[config.mk]
export PLATFORM = sky130hd
export DESIGN_NAME = paged_reg_bridge
export DESIGN_NICKNAME = d
export VERILOG_FILES = /design/src/rtl/pr_pkg.sv /design/src/rtl/pr_window.sv /design/src/rtl/pr_ctrl.sv /design/src/rtl/paged_reg_bridge.sv
export SDC_FILE = /design/constraint.sdc
export NUM_CORES = 1
export LEC_CHECK = 0
export BUFFER_PORTS_ARGS = -buffer_cell sky130_fd_sc_hd__buf_4
export CAP_MARGIN = 40
export CORE_AREA = 2 2 120 122
export DETAILED_ROUTE_END_ITERATION = 7
export DIE_AREA = 0 0 122 124
export MAX_ROUTING_LAYER = met4
export PLACE_DENSITY = 0.84
export SETUP_SLACK_MARGIN = 0.5
export SLEW_MARGIN = 20
export SYNTH_ARGS = -nofsm -noshare
export SYNTH_HDL_FRONTEND = slang
export SYNTH_SLANG_ARGS = --single-unit
[constraint.sdc]
create_clock -name clk -period 3.1 [get_ports clk]
set_input_delay 0.155 -clock clk [delete_from_list [all_inputs] [get_ports clk]]
set_output_delay 0.155 -clock clk [all_outputs]
set_load 0.1 [all_outputs]
[src/rtl/pr_pkg.sv]
`timescale 1ns/1ps
package pr_pkg;
    localparam int MG_AW      = 5;
    localparam int A_PAGE     = 'h10;
    localparam int A_CMD      = 'h11;
    localparam int A_DATA0    = 'h18;
    localparam int CMD_WR_BIT = 0;
    localparam int CMD_RD_BIT = 1;

    typedef enum logic [1:0] {
        ST_IDLE = 2'd0,
        ST_RD   = 2'd1,
        ST_WR   = 2'd2
    } pr_state_e;
endpackage

[src/rtl/pr_window.sv]
`timescale 1ns/1ps
module pr_window #(
    parameter int DW    = 16,
    parameter int WORDS = 4,
    localparam int BW   = DW * WORDS
) (
    input  logic             clk,
    input  logic             rst_n,
    input  logic [WORDS-1:0] host_we,
    input  logic [DW-1:0]    host_wdata,
    input  logic             load_en,
    input  logic [BW-1:0]    load_data,
    output logic [BW-1:0]    win_q
);
    // one register per window word; a bus read result wins over a host write
    for (genvar gi = 0; gi < WORDS; gi++) begin : g_word
        always_ff @(posedge clk or negedge rst_n) begin
            if (!rst_n) begin
                win_q[gi*DW +: DW] <= '0;
            end else if (load_en) begin
                win_q[gi*DW +: DW] <= load_data[gi*DW +: DW];
            end else if (host_we[gi]) begin
                win_q[gi*DW +: DW] <= host_wdata;
            end
        end
    end

    // a read result appears in the window one edge after load
    a_r7_load: assert property (@(posedge clk) disable iff (!rst_n)
        load_en |=> (win_q == $past(load_data)));
endmodule

[src/rtl/pr_ctrl.sv]
`timescale 1ns/1ps
module pr_ctrl
    import pr_pkg::*;
#(
    parameter int DW          = 16,
    parameter int PW          = 8,
    parameter int OW          = 8,
    parameter int BW          = 64,
    parameter int TIMEOUT_CYC = 16,
    localparam int CW         = $clog2(TIMEOUT_CYC + 1)
) (
    input  logic          clk,
    input  logic          rst_n,
    input  logic          cmd_we,
    input  logic [DW-1:0] cmd_wdata,
    input  logic [PW-1:0] page_q,
    input  logic [BW-1:0] win_q,
    input  logic          ib_ack,
    output logic          ib_req,
    output logic          ib_we,
    output logic [PW-1:0] ib_page,
    output logic [OW-1:0] ib_offs,
    output logic [BW-1:0] ib_wdata,
    output logic [OW-1:0] offs_q,
    output logic          busy_rd,
    output logic          busy_wr,
    output logic          rd_load
);
    pr_state_e     state_q, state_d;
    logic [CW-1:0] cnt_q;
    logic [PW-1:0] page_s;
    logic [BW-1:0] wdata_s;
    logic          accept, go_read, go_write, expired;

    assign accept   = cmd_we && (state_q == ST_IDLE);
    assign go_read  = accept && cmd_wdata[CMD_RD_BIT] && !cmd_wdata[CMD_WR_BIT];
    assign go_write = accept && cmd_wdata[CMD_WR_BIT] && !cmd_wdata[CMD_RD_BIT];
    assign expired  = (cnt_q == CW'(TIMEOUT_CYC - 1));

    // next-state logic
    always_comb begin
        state_d = state_q;
        unique case (state_q)
            ST_IDLE: begin
                if (go_read)       state_d = ST_RD;
                else if (go_write) state_d = ST_WR;
            end
            ST_RD, ST_WR: begin
                if (ib_ack || expired) state_d = ST_IDLE;
            end
            default: state_d = ST_IDLE;
        endcase
    end

    // state register, timer and snapshot of the request
    always_ff @(posedge clk or negedge rst_n) begin
        if (!rst_n) begin
            state_q <= ST_IDLE;
            cnt_q   <= '0;
            page_s  <= '0;
            wdata_s <= '0;
            offs_q  <= '0;
        end else begin
            state_q <= state_d;
            if (state_q == ST_IDLE) cnt_q <= '0;
            else                    cnt_q <= cnt_q + 1'b1;
            if (accept) begin
                offs_q  <= cmd_wdata[DW-1 -: OW];
                page_s  <= page_q;
                wdata_s <= win_q;
            end
        end
    end

    // outputs decoded from the state
    always_comb begin
        ib_req  = 1'b0;
        ib_we   = 1'b0;
        busy_rd = 1'b0;
        busy_wr = 1'b0;
        unique case (state_q)
            ST_IDLE: ;
            ST_RD: begin ib_req = 1'b1; busy_rd = 1'b1; end
            ST_WR: begin ib_req = 1'b1; ib_we = 1'b1; busy_wr = 1'b1; end
            default: ;
        endcase
        rd_load  = busy_rd && ib_ack;
        ib_page  = page_s;
        ib_offs  = offs_q;
        ib_wdata = wdata_s;
    end

    a_r13_hold: assert property (@(posedge clk) disable iff (!rst_n)
        (ib_req && !ib_ack && !expired) |=> (ib_req && $stable(ib_we) &&
            $stable(ib_page) && $stable(ib_offs) && $stable(ib_wdata)));
    a_r8_ack_clears: assert property (@(posedge clk) disable iff (!rst_n)
        (ib_req && ib_ack) |=> (!busy_rd && !busy_wr));
    a_r9_both_bits: assert property (@(posedge clk) disable iff (!rst_n)
        (cmd_we && !ib_req && (cmd_wdata[1:0] == 2'b11)) |=> !ib_req);
    a_r10_busy_ignore: assert property (@(posedge clk) disable iff (!rst_n)
        (ib_req && cmd_we) |=> $stable(offs_q));
    a_r4_one_busy: assert property (@(posedge clk) disable iff (!rst_n)
        $onehot0({busy_rd, busy_wr}));
endmodule

[src/rtl/paged_reg_bridge.sv]
`timescale 1ns/1ps
module paged_reg_bridge
    import pr_pkg::*;
#(
    parameter int DW          = 16,
    parameter int WORDS       = 4,
    parameter int PW          = 8,
    parameter int OW          = 8,
    parameter int TIMEOUT_CYC = 16,
    localparam int BW         = DW * WORDS
) (
    input  logic             clk,
    input  logic             rst_n,
    input  logic             mg_we,
    input  logic [MG_AW-1:0] mg_addr,
    input  logic [DW-1:0]    mg_wdata,
    output logic [DW-1:0]    mg_rdata,
    output logic             ib_req,
    output logic             ib_we,
    output logic [PW-1:0]    ib_page,
    output logic [OW-1:0]    ib_offs,
    output logic [BW-1:0]    ib_wdata,
    input  logic [BW-1:0]    ib_rdata,
    input  logic             ib_ack
);
    logic [PW-1:0]    page_q;
    logic             pen_q;
    logic [OW-1:0]    offs_q;
    logic             busy_rd, busy_wr, rd_load, cmd_we;
    logic [WORDS-1:0] win_we;
    logic [BW-1:0]    win_q;

    assign cmd_we = mg_we && (mg_addr == MG_AW'(A_CMD));
    for (genvar gi = 0; gi < WORDS; gi++) begin : g_dec
        assign win_we[gi] = mg_we && (mg_addr == MG_AW'(A_DATA0 + gi));
    end

    always_ff @(posedge clk or negedge rst_n) begin
        if (!rst_n) begin
            page_q <= '0;
            pen_q  <= 1'b0;
        end else if (mg_we && (mg_addr == MG_AW'(A_PAGE))) begin
            page_q <= mg_wdata[DW-1 -: PW];
            pen_q  <= mg_wdata[0];
        end
    end

    always_comb begin
        mg_rdata = '0;
        if (mg_addr == MG_AW'(A_PAGE))
            mg_rdata = {page_q, {(DW-PW-1){1'b0}}, pen_q};
        else if (mg_addr == MG_AW'(A_CMD))
            mg_rdata = {offs_q, {(DW-OW-2){1'b0}}, busy_rd, busy_wr};
        for (int i = 0; i < WORDS; i++)
            if (mg_addr == MG_AW'(A_DATA0 + i)) mg_rdata = win_q[i*DW +: DW];
    end

    pr_window #(.DW(DW), .WORDS(WORDS)) u_window (
        .clk(clk), .rst_n(rst_n), .host_we(win_we), .host_wdata(mg_wdata),
        .load_en(rd_load), .load_data(ib_rdata), .win_q(win_q));

    pr_ctrl #(.DW(DW), .PW(PW), .OW(OW), .BW(BW), .TIMEOUT_CYC(TIMEOUT_CYC)) u_ctrl (
        .clk(clk), .rst_n(rst_n), .cmd_we(cmd_we), .cmd_wdata(mg_wdata),
        .page_q(page_q), .win_q(win_q), .ib_ack(ib_ack), .ib_req(ib_req),
        .ib_we(ib_we), .ib_page(ib_page), .ib_offs(ib_offs), .ib_wdata(ib_wdata),
        .offs_q(offs_q), .busy_rd(busy_rd), .busy_wr(busy_wr), .rd_load(rd_load));

    // independent run-length counter bounds every request
    logic [$clog2(TIMEOUT_CYC+1)-1:0] run_q;
    always_ff @(posedge clk or negedge rst_n) begin
        if (!rst_n)      run_q <= '0;
        else if (ib_req) run_q <= run_q + 1'b1;
        else             run_q <= '0;
    end
    a_r11_bounded: assert property (@(posedge clk) disable iff (!rst_n)
        ib_req |-> (run_q < ($clog2(TIMEOUT_CYC+1))'(TIMEOUT_CYC)));
endmodule

# Word level (Yosys, flattened, before mapping)
# Index checks and enable logic that the tools add are counted.
[word_totals]
out_inout_bits = 98
reg_bits = 160
elab_cells = 67
inputBits = 89
[classes]
n_reduce_logical = 22
n_eq_ne = 11
n_mux = 22
n_addsub = 1
[op_table]
columns = ["op", "count"]
rows = [
  ["$mux 16", 14],
  ["$eq 5x5->1 const B", 6],
  ["$logic_and 1x1->1", 12],
  ["$reduce_bool 2->1", 4],
  ["$mux 2", 3],
  ["$add 5x1->5 const B", 1],
  ["$eq 5x4->1 const B", 1],
  ["$mux 5", 1],
  ["$pmux 2 s2", 1],
  ["$mux 1", 3],
  ["$ne 3x1->1 const B", 1],
  ["$eq 2x1->1 const B", 1],
  ["$eq 2x2->1 const B", 1],
  ["$logic_not 1->1", 2],
  ["$logic_not 2->1", 1],
  ["$ne 2x1->1 const B", 1],
  ["$reduce_and 2->1", 1],
  ["$reduce_or 2->1", 1],
  ["$logic_or 1x1->1", 1],
]

# Longest topological paths before layout
# Gate-level depths: netlist (run 1).
[logic_depth]
depth_word = 8
mapped_depth = 8
ltp_nobuf = 7

# Hierarchy
# Synthesis (run 1) repeated with hierarchy kept, for this count alone.
[hier_totals]
cells_unflattened = 667
hier_area_um2 = 7756.2
[by_module_without_submodules]
columns = ["module", "area_each_um2", "seq_area_each_um2", "cells_each", "instances"]
rows = [
  ["pr_ctrl", 3403.3, 2177.1, 215, 1],
  ["pr_window", 2997.9, 1601.5, 278, 1],
  ["paged_reg_bridge", 1355.0, 225.2, 174, 1],
]

# Worst setup path after synthesis (run 1)
# Ideal clock, no wire load.
[synth_path]
path_type = "input port to output port"
start = "input mg_addr[0]"
end = "output mg_rdata[10]"
arrival_ns = 2.966
n_path_buf = 3
setup_slack_ns = -0.021
stages = 5
t_required_ns = 2.945
cell_sequence = "buf_2 -> buf_2 -> buf_4 -> mux2i_1 -> o21ai_0"
[synth_via]
elab_chain_cells = 7
word_cells_on_any_way = 12
cone_classes = "6 x eq/ne; 6 x mux"
[synth_lines]
columns = ["item", "line_no", "rtl"]
rows = [
  ["start: declaration", "paged_reg_bridge.sv:15", "input logic [MG_AW-1:0] mg_addr,"],
  ["$eq 5x5->1", "paged_reg_bridge.sv:52", "else if (mg_addr == MG_AW'(A_CMD))"],
  ["$mux 16", "paged_reg_bridge.sv:52", ""],
  ["$mux 16", "paged_reg_bridge.sv:50", "if (mg_addr == MG_AW'(A_PAGE))"],
  ["$mux 16 (3 in series)", "paged_reg_bridge.sv:55", "if (mg_addr == MG_AW'(A_DATA0 + i)) mg_rdata = win_q[i*DW +: DW];"],
  ["$mux 16 *", "paged_reg_bridge.sv:55", ""],
  ["end: declaration", "paged_reg_bridge.sv:17", "output logic [DW-1:0] mg_rdata,"],
]
# Mark *: on every way between the ends. The rest lies on a longest branch, timed or not.

# Worst setup path after layout (run 1)
[layout_path]
start = "register u_ctrl.state_q[0]"
end = "register u_window.win_q[5]"
[layout_via]
elab_chain_cells = 4
word_cells_on_any_way = 5
cone_classes = "1 x eq/ne; 2 x mux; 2 x reduce/logical"
[layout_lines]
columns = ["item", "line_no", "rtl"]
rows = [
  ["start: declaration", "pr_ctrl.sv:29", "pr_state_e state_q, state_d;"],
  ["start signal: assignment", "pr_ctrl.sv:64", "state_q <= state_d;"],
  ["$eq 2x1->1 *", "pr_ctrl.sv:81", "unique case (state_q)"],
  ["$mux 1 *", "pr_ctrl.sv:81", ""],
  ["$logic_and 1x1->1 *", "pr_ctrl.sv:87", "rd_load = busy_rd && ib_ack;"],
  ["$mux 16 or $reduce_bool 2->1 (tied branches)", "-", ""],
  ["end signal: indexed assignment", "pr_window.sv:21", "win_q[gi*DW +: DW] <= load_data[gi*DW +: DW];"],
  ["end signal: indexed assignment", "pr_window.sv:23", "win_q[gi*DW +: DW] <= host_wdata;"],
  ["end: declaration", "pr_window.sv:13", "output logic [BW-1:0] win_q"],
]
# Marks and branches as above.
# A chain may end at the register's enable or synchronous reset.

==> flow_summary_export.csv, run 1 <==
group,metric,value,unit
flow_run,drv_cap,0,
routing,avgRoutedWirePerCell,20.4,µm
routing,viasPerCell,5.82,
synth,ys_types,44,
global_routing,grt_pass1_vias,6168,
synth,synth_fa_ha_area_share,0.801,%
final_layout,diodes,0,
run_status,status,"finished clean",
routing,wl_met3,1.78,mm
global_routing,antenna_found_initial,0,
worst_setup_path,r2r-start,"u_ctrl.state_q[0]",
routing,drt_iter0_drc,822,
final_layout,syn_to_final_growth,29.6,%
synth,synth_edf_count,0,
power_and_ir_drop,power.leakage,0.00492,µW
sta,slew_headroom,40.3,%
floorplan,start_util,56.9,%
floorplan,core,13700,µm²
synth,yosysTopAreaCellShare,51.2,%
global_routing,track_usage,30.3,%
worst_setup_path,worstPathArrival,2.72,ns
floorplan,fp.dieH,124,µm
cts,root_buffer,"clkbuf_16",
sta,hold_viol_final,0,
global_routing,overflow,0,
global_routing,grt_max_degree,68,
synth,synth.area.mux_share,20.7,%
cts,clk_path_buf_depth,2,
floorplan,placementRows,43,
worst_setup_path,critical_path_required,3.47,ns
routing,highest_layer,"met4",
worst_setup_path,cp_max_fo,59,
global_routing,grt_pass1_wl,33.4,mm
cts,cts_resized,0,
placed_design,gp_congestion,0.851,
sta,clock-skew-final,0.00692,ns
routing,dr.pass1.iters,8,
sta,rsz0062_at_grt,"no",
synth,synth_area_per_cell,11.4,µm²
synth,yosysTopAreaCell,"dfrtp_1",
sta,max_slew.worst_pin.slew,0.895,ns
synth,synth_top_family_by_area,"multiplexers",
synth,synthCells,687,
routing,vias,6229,
cts,cts_made_buffers,17,
worst_setup_path,critPathCaptureType,"flip-flop",
worst_setup_path,cp-start-kind,"flip-flop",
sta,period_needed,2.36,ns
sta,fmax,424,MHz
synth,yosysSeqAreaShare,51.2,%
synth,yosys.area_share.simple,14.4,%
synth,syn_area,7810,µm²
placed_design,hpwlAfterDp,14.5,mm
placed_design,portBuffers,186,
min_path,holdPathEnd,"u_window.win_q[26]",
placed_design,placed_cells,1016,
worst_setup_path,r2r_end,"u_window.win_q[5]",
cts,cts.clk_slew.worst_paths,0.06,ns
cts,cts_htree_levels,4,
sta,finalCritPeriodShare,76.0,%
sta,drv_slew,0,
power_and_ir_drop,ir_worst_vdd,0.493,mV
synth,synth_compound_area_share,7.82,%
floorplan,die-area,15100,µm²
sta,tns,0,ns
final_layout,drive_above_1_share,38.4,%
cts,clk_latency,0.43,ns
synth,ys_top_cells_by_area,"dfrtp_1 51%, mux2_4 15%, nand2_1 6.7%",
min_path,min-delay-start,"ib_rdata[26]",
min_path,worst_hold_path_type,"in -> reg",
synth,async_reset_ff_share,100,%
min_path,worstHoldPathCells,3,
worst_setup_path,rrSetupSlack,0.74,ns
power_and_ir_drop,p_per_area,1080,nW/µm²
cts,cts_tree,"built",
synth,synth_ff_type,"dfrtp_1",
routing,met2WireLength,10.3,mm
cts,post_cts_buffers,0,
final_layout,num-nets-final,973,
routing,wirelength,21.8,mm
worst_setup_path,path_class,"reg -> reg",
synth,synth_seq_cells,160,
floorplan,ios,187,
worst_setup_path,r2r_cells,6,
synth,synth_xor_area_share,0.224,%
routing,drc,0,
synth,synth_warnings,0,
final_layout,fin_cells,1071,
routing,wirelength_met1,9.19,mm
sta,setup_viol,0,
cts,clock_sinks,160,
floorplan,die_x,122,µm
routing,ant_nets,0,
synth,syn_nets,781,
==> worst max-delay path, stage by stage (launching register included) <==
cell           delay (ns)
dfrtp_1              0.43
ha_1                 0.27
nand2_4              0.49
buf_12               0.31
nor2_1               0.08
a31oi_1              0.13
dlygate4sd3_1        0.56
==> flip-flops by register name, summed over array words and instances, names as in the netlist <==
signal	flops
pen_q	1
u_ctrl.cnt_q	5
u_ctrl.ib_wdata	64
u_ctrl.state_q	2
page_q	8
u_ctrl.ib_offs	8
u_ctrl.ib_page	8
u_window.win_q	64
==> per-layer routing <==
| metal | track usage [%] | vias to the layer above |
|---|---|---|
| met2 | 46.1 | 363 |
| li1 | - | 2765 |
| met5 | - | - |
| met4 | 12.6 | 0 |
| met1 | 40.5 | 3049 |
| met3 | 5.68 | 52 |
==> per-stage QoR <==
stage | instance area, µm² | power [µW] | setup slack, ns | hold WS, ns | utilization [%]
final | 10100 | 11000 | 0.743 | 0.0134 | 73.8
after global routing | 10100 | 11400 | 0.611 | 0.0140 | 73.8
after CTS | 10100 | 10900 | 0.804 | 0.0000798 | 73.7
after detailed placement | 9260 | 8680 | 0.897 | 0.184 | 67.5
after global placement | 9250 | 8560 | 0.973 | 0.188 | 67.4
after floorplan | 7860 | 7460 | 0.660 | -0.141 | -
==> how the worst max path moves through the flow <==
stage,startpoint,endpoint,cells after the start
after floorplan,u_ctrl.ib_offs[2],mg_rdata[10],3
after global placement,u_ctrl.state_q[0],u_ctrl.ib_wdata[35],5
after detailed placement,u_ctrl.state_q[0],u_ctrl.ib_wdata[14],5
after CTS,u_ctrl.state_q[0],u_window.win_q[5],6
after global routing,u_ctrl.state_q[0],u_window.win_q[19],6
final,u_ctrl.state_q[0],u_window.win_q[5],6
==> where the power goes <==
group	switching, µW	internal, µW	total (µW)
Sequential	679	2910	3580
Clock	832	1370	2200
Combinational	3650	1520	5170
Total	5160	5800	11000
==> cell usage after synthesis, drive strengths merged, types with 2 or more instances <==
cell type / count
nor2: 80
ha: 5
mux2: 92
o221ai: 6
nor3b: 2
or3: 2
mux2i: 12
and2: 3
a21oi: 14
dfrtp: 160
a31oi: 65
nand2b: 3
nand4b: 2
o21ai: 4
clkbuf: 21
nor3: 4
buf: 27
mux4: 7
nand2: 139
a22oi: 2
or3b: 2
nor2b: 12
and3: 2
o22ai: 2
inv: 4
nand3b: 3
==> area by class of cell <==
type	instances	area, µm²
multi-input cells	475	3480
clock inverters	8	128
repair buffers	221	1780
fillers	904	3590
clock buffers	23	498
flip-flops and latches	160	4000
inverters	4	15.0
well taps	180	225
==> what timing repair did <==
item                                   in CTS  in global routing
setup endpoints to repair                   0                  0
endpoints found under the hold margin      85                  0
hold buffers                               23                  0
==> kinds of logic (layout without fill, tap and decap cells) <==
kind of cell / after synthesis / count (layout)
compound gates: 97 / 97
xor+xnor: 2 / 2
fa+ha+maj: 5 / 5
buf+inv: 52 / 256
flops: 160 / 160
mux: 111 / 111
simple gates: 260 / 260
==> placed cells by master (no fill, tap or decap), types with 2 or more instances in the layout <==
| cell | count |
|---|---|
| and2_0 | 2 |
| bufinv_16 | 3 |
| ha_1 | 5 |
| a31oi_1 | 65 |
| o21ai_1 | 2 |
| inv_1 | 4 |
| clkbuf_16 | 17 |
| dfrtp_1 | 160 |
| clkinv_4 | 2 |
| nor2b_1 | 12 |
| a22oi_1 | 2 |
| nor3_1 | 4 |
| nand2b_1 | 3 |
| buf_12 | 4 |
| or3b_2 | 2 |
| mux4_2 | 7 |
| clkinvlp_4 | 2 |
| dlygate4sd3_1 | 23 |
| nor2_1 | 79 |
| mux2i_1 | 12 |
| a21oi_1 | 14 |
| o221ai_2 | 5 |
| nand4b_1 | 2 |
| nor3b_1 | 2 |
| nand2_1 | 138 |
| clkbuf_8 | 5 |
| mux2_2 | 12 |
| buf_6 | 3 |
| and3_1 | 2 |
| nand3b_1 | 3 |
| buf_4 | 191 |
| mux2_4 | 80 |
| or3_1 | 2 |
Power figures use the tool's default switching activity.
==> run 2: changes to the inputs <==
--- a/config.mk
+++ b/config.mk
@@ -7,11 +7,11 @@
 export LEC_CHECK = 0
 export BUFFER_PORTS_ARGS = -buffer_cell sky130_fd_sc_hd__buf_4
 export CAP_MARGIN = 40
-export CORE_AREA = 2 2 120 122
+export CORE_AREA = 2 2 124 126
 export DETAILED_ROUTE_END_ITERATION = 7
-export DIE_AREA = 0 0 122 124
+export DIE_AREA = 0 0 126 128
 export MAX_ROUTING_LAYER = met4
-export PLACE_DENSITY = 0.84
+export PLACE_DENSITY = 0.79
 export SETUP_SLACK_MARGIN = 0.5
 export SLEW_MARGIN = 20
 export SYNTH_ARGS = -nofsm -noshare
==> constraint.sdc (replaced) <==
create_clock -name clk -period 2.2 [get_ports clk]
set_input_delay 0.11 -clock clk [delete_from_list [all_inputs] [get_ports clk]]
set_output_delay 0.11 -clock clk [all_outputs]
set_load 0.1 [all_outputs]
==> flow_summary_export.csv, run 2 (synthesis gave the netlist of run 1 again) <==
group,metric,value,unit
run_status,status,"finished with violations",
run_status,violations,"DRC",
global_routing,met1_usage,47.0,%
worst_setup_path,rrSetupSlack,0.18,ns
final_layout,layout_common_cells,"245 x buf_4, 152 x dfrtp_1, 136 x nand2_1, 81 x mux2_4, 81 x dlygate4sd3_1",
min_path,min-delay-start,"ib_ack",
min_path,worstHoldPathCells,3,
sta,setup_viol,0,
floorplan,die-area,16100,µm²
worst_setup_path,r2r_cells,8,
global_routing,grt_pass1_wl,45.5,mm
global_routing,grt_util_met2,60.4,%
final_layout,fillCellCount,649,
worst_setup_path,worstPathArrival,2.30,ns
routing,drc,14,
worst_setup_path,path_class,"reg -> reg",
worst_setup_path,critical-path-max-stage-delay,0.42,ns
sta,tns,0,ns
cts,cts_made_buffers,17,
cts,cts_tree,"built",
cts,clk_path_buf_depth,2,
final_layout,fin_util,83.4,%
worst_setup_path,crit_buf_inv,5,
worst_setup_path,r2r-start,"u_ctrl.state_q[0]",
min_path,worst_hold_path_type,"in -> reg",
floorplan,core,14900,µm²
worst_setup_path,crit_family,"buffers and inverters",
global_routing,overflow,0,
routing,wirelength,37.7,mm
worst_setup_path,critical_path_required,2.48,ns
sta,fmax,495,MHz
worst_setup_path,cp-start-kind,"flip-flop",
routing,viasPerCell,6.88,
worst_setup_path,critPathCaptureType,"flip-flop",
sta,hold_viol_final,0,
routing,drt_iter0_drc,1885,
sta,clock-skew-final,0.0190,ns
worst_setup_path,cp_common_cell,"buf_4",
power_and_ir_drop,power.leakage,0.00586,µW
sta,rsz0062_at_grt,"yes",
final_layout,syn_to_final_growth,58.7,%
routing,vias,8539,
power_and_ir_drop,power,17700,µW
global_routing,track_usage,38.4,%
sta,hold_ws,0.140,ns
routing,ant_nets,0,
routing,dr.pass1.iters,8,
min_path,holdPathEnd,"u_window.win_q[62]",
final_layout,final_area,12400,µm²
placed_design,hpwlAfterDp,15.9,mm
placed_design,gp_congestion,0.907,
final_layout,final_common_cell,"buf_4",
global_routing,grt_pass1_vias,7713,
sta,period_needed,2.02,ns
cts,root_buffer,"clkbuf_16",
power_and_ir_drop,ir_worst_vdd,0.789,mV
global_routing,antenna_found_initial,2,
sta,max_slew.worst_pin.slew,1.03,ns
global_routing,grt_max_degree,70,
worst_setup_path,r2r_end,"u_window.win_q[50]",
cts,clk_latency,0.45,ns
routing,avgRoutedWirePerCell,30.4,µm
final_layout,drive_above_1_share,46.7,%
sta,drv_slew,0,
placed_design,portBuffers,186,
worst_setup_path,cp_max_fo,10,
flow_run,drv_cap,0,
power_and_ir_drop,p_per_area,1430,nW/µm²
global_routing,met3_usage,8.97,%
worst_setup_path,crit_chain,"buf_6, ha_4, buf_4, buf_4, nand2_8, buf_12, clkbuf_16, a31oi_1",
floorplan,die_x,126,µm
floorplan,fp.dieH,128,µm
floorplan,start_util,52.6,%
final_layout,num-nets-final,1132,
sta,slew_headroom,31.1,%
floorplan,ios,187,
global_routing,top_usage_layer,"met2",
placed_design,dpl_cell_area,9510,µm²
cts,clock_sinks,160,
cts,cts.clk_slew.worst_paths,0.07,ns
cts,cts_htree_levels,4,
sta,finalCritPeriodShare,91.9,%
floorplan,placementRows,45,
worst_setup_path,critical_path.slowest_cell,"a31oi_1",
-- run 2: changes by cell type in the layout (fill, tap and decap cells not counted), moves of 7 or more --
cell	delta
buf_12	+19
clkbuf_16	+7
dfrtp_2	+8
buf_4	+54
dfrtp_1	-8
buf_16	+11
dlygate4sd3_1	+58
-- run 2: worst max-delay path by stage --
stage / from / end / slack [ns] / cells past startpoint
after floorplan: u_ctrl.ib_offs[2] / mg_rdata[10] / 0.32 / 3
after global placement: u_ctrl.cnt_q[0] / u_ctrl.state_q[0] / 0.32 / 7
after detailed placement: u_ctrl.cnt_q[0] / u_ctrl.state_q[0] / 0.27 / 7
after CTS: u_ctrl.state_q[0] / mg_rdata[0] / 0.26 / 6
after global routing: u_ctrl.state_q[0] / u_window.win_q[7] / 0.15 / 8
final: u_ctrl.state_q[0] / u_window.win_q[50] / 0.18 / 8
-- run 2: layer usage --
layer	vias up	share of wire (%)
met1	4007	33
met2	1040	43
met4	0	9.3
li1	3101	-
met3	391	15
met5	-	0
-- run 2: final cells by class --
| cell class | count | area (µm²) | area share [%] |
|---|---|---|---|
| clock buffers | 20 | 447 | 3.60 |
| well taps | 188 | 235 | 1.90 |
| repair buffers | 378 | 3720 | 30.0 |
| diodes | 2 | 5.00 | 0.0404 |
| multi-input cells | 477 | 3830 | 30.9 |
| inverters | 4 | 15.0 | 0.121 |
| flip-flops and latches | 160 | 4010 | 32.4 |
| clock inverters | 12 | 131 | 1.06 |
-- run 2: timing repair --
action	4_1_cts	5_1_grt
hold buffers	81	0
buffers inserted	45	28
gates cloned	7	10
resized for setup	85	33
hold endpoints to repair	140	0
pin swaps	18	7
setup endpoints to repair	76	151
-- run 2: where the power goes --
| part | total (µW) | switching [µW] | internal (µW) |
|---|---|---|---|
| registers | 5310 | 1210 | 4100 |
| logic | 9390 | 6260 | 3130 |
| clock network | 3020 | 1320 | 1710 |
| total | 17700 | 8790 | 8940 |
-- run 2: worst min-delay path, cell delays in order --
cell and delay, ns:
buf_4 0.18, nand2_4 0.15, a31oi_1 0.09
-- run 2: through the flow --
stage               std cells  setup WS (ns)
global route             1241          0.147
global placement         1036          0.319
detailed placement       1036          0.267
finish                   1241          0.179
floorplan                 687          0.319
CTS                      1201          0.264
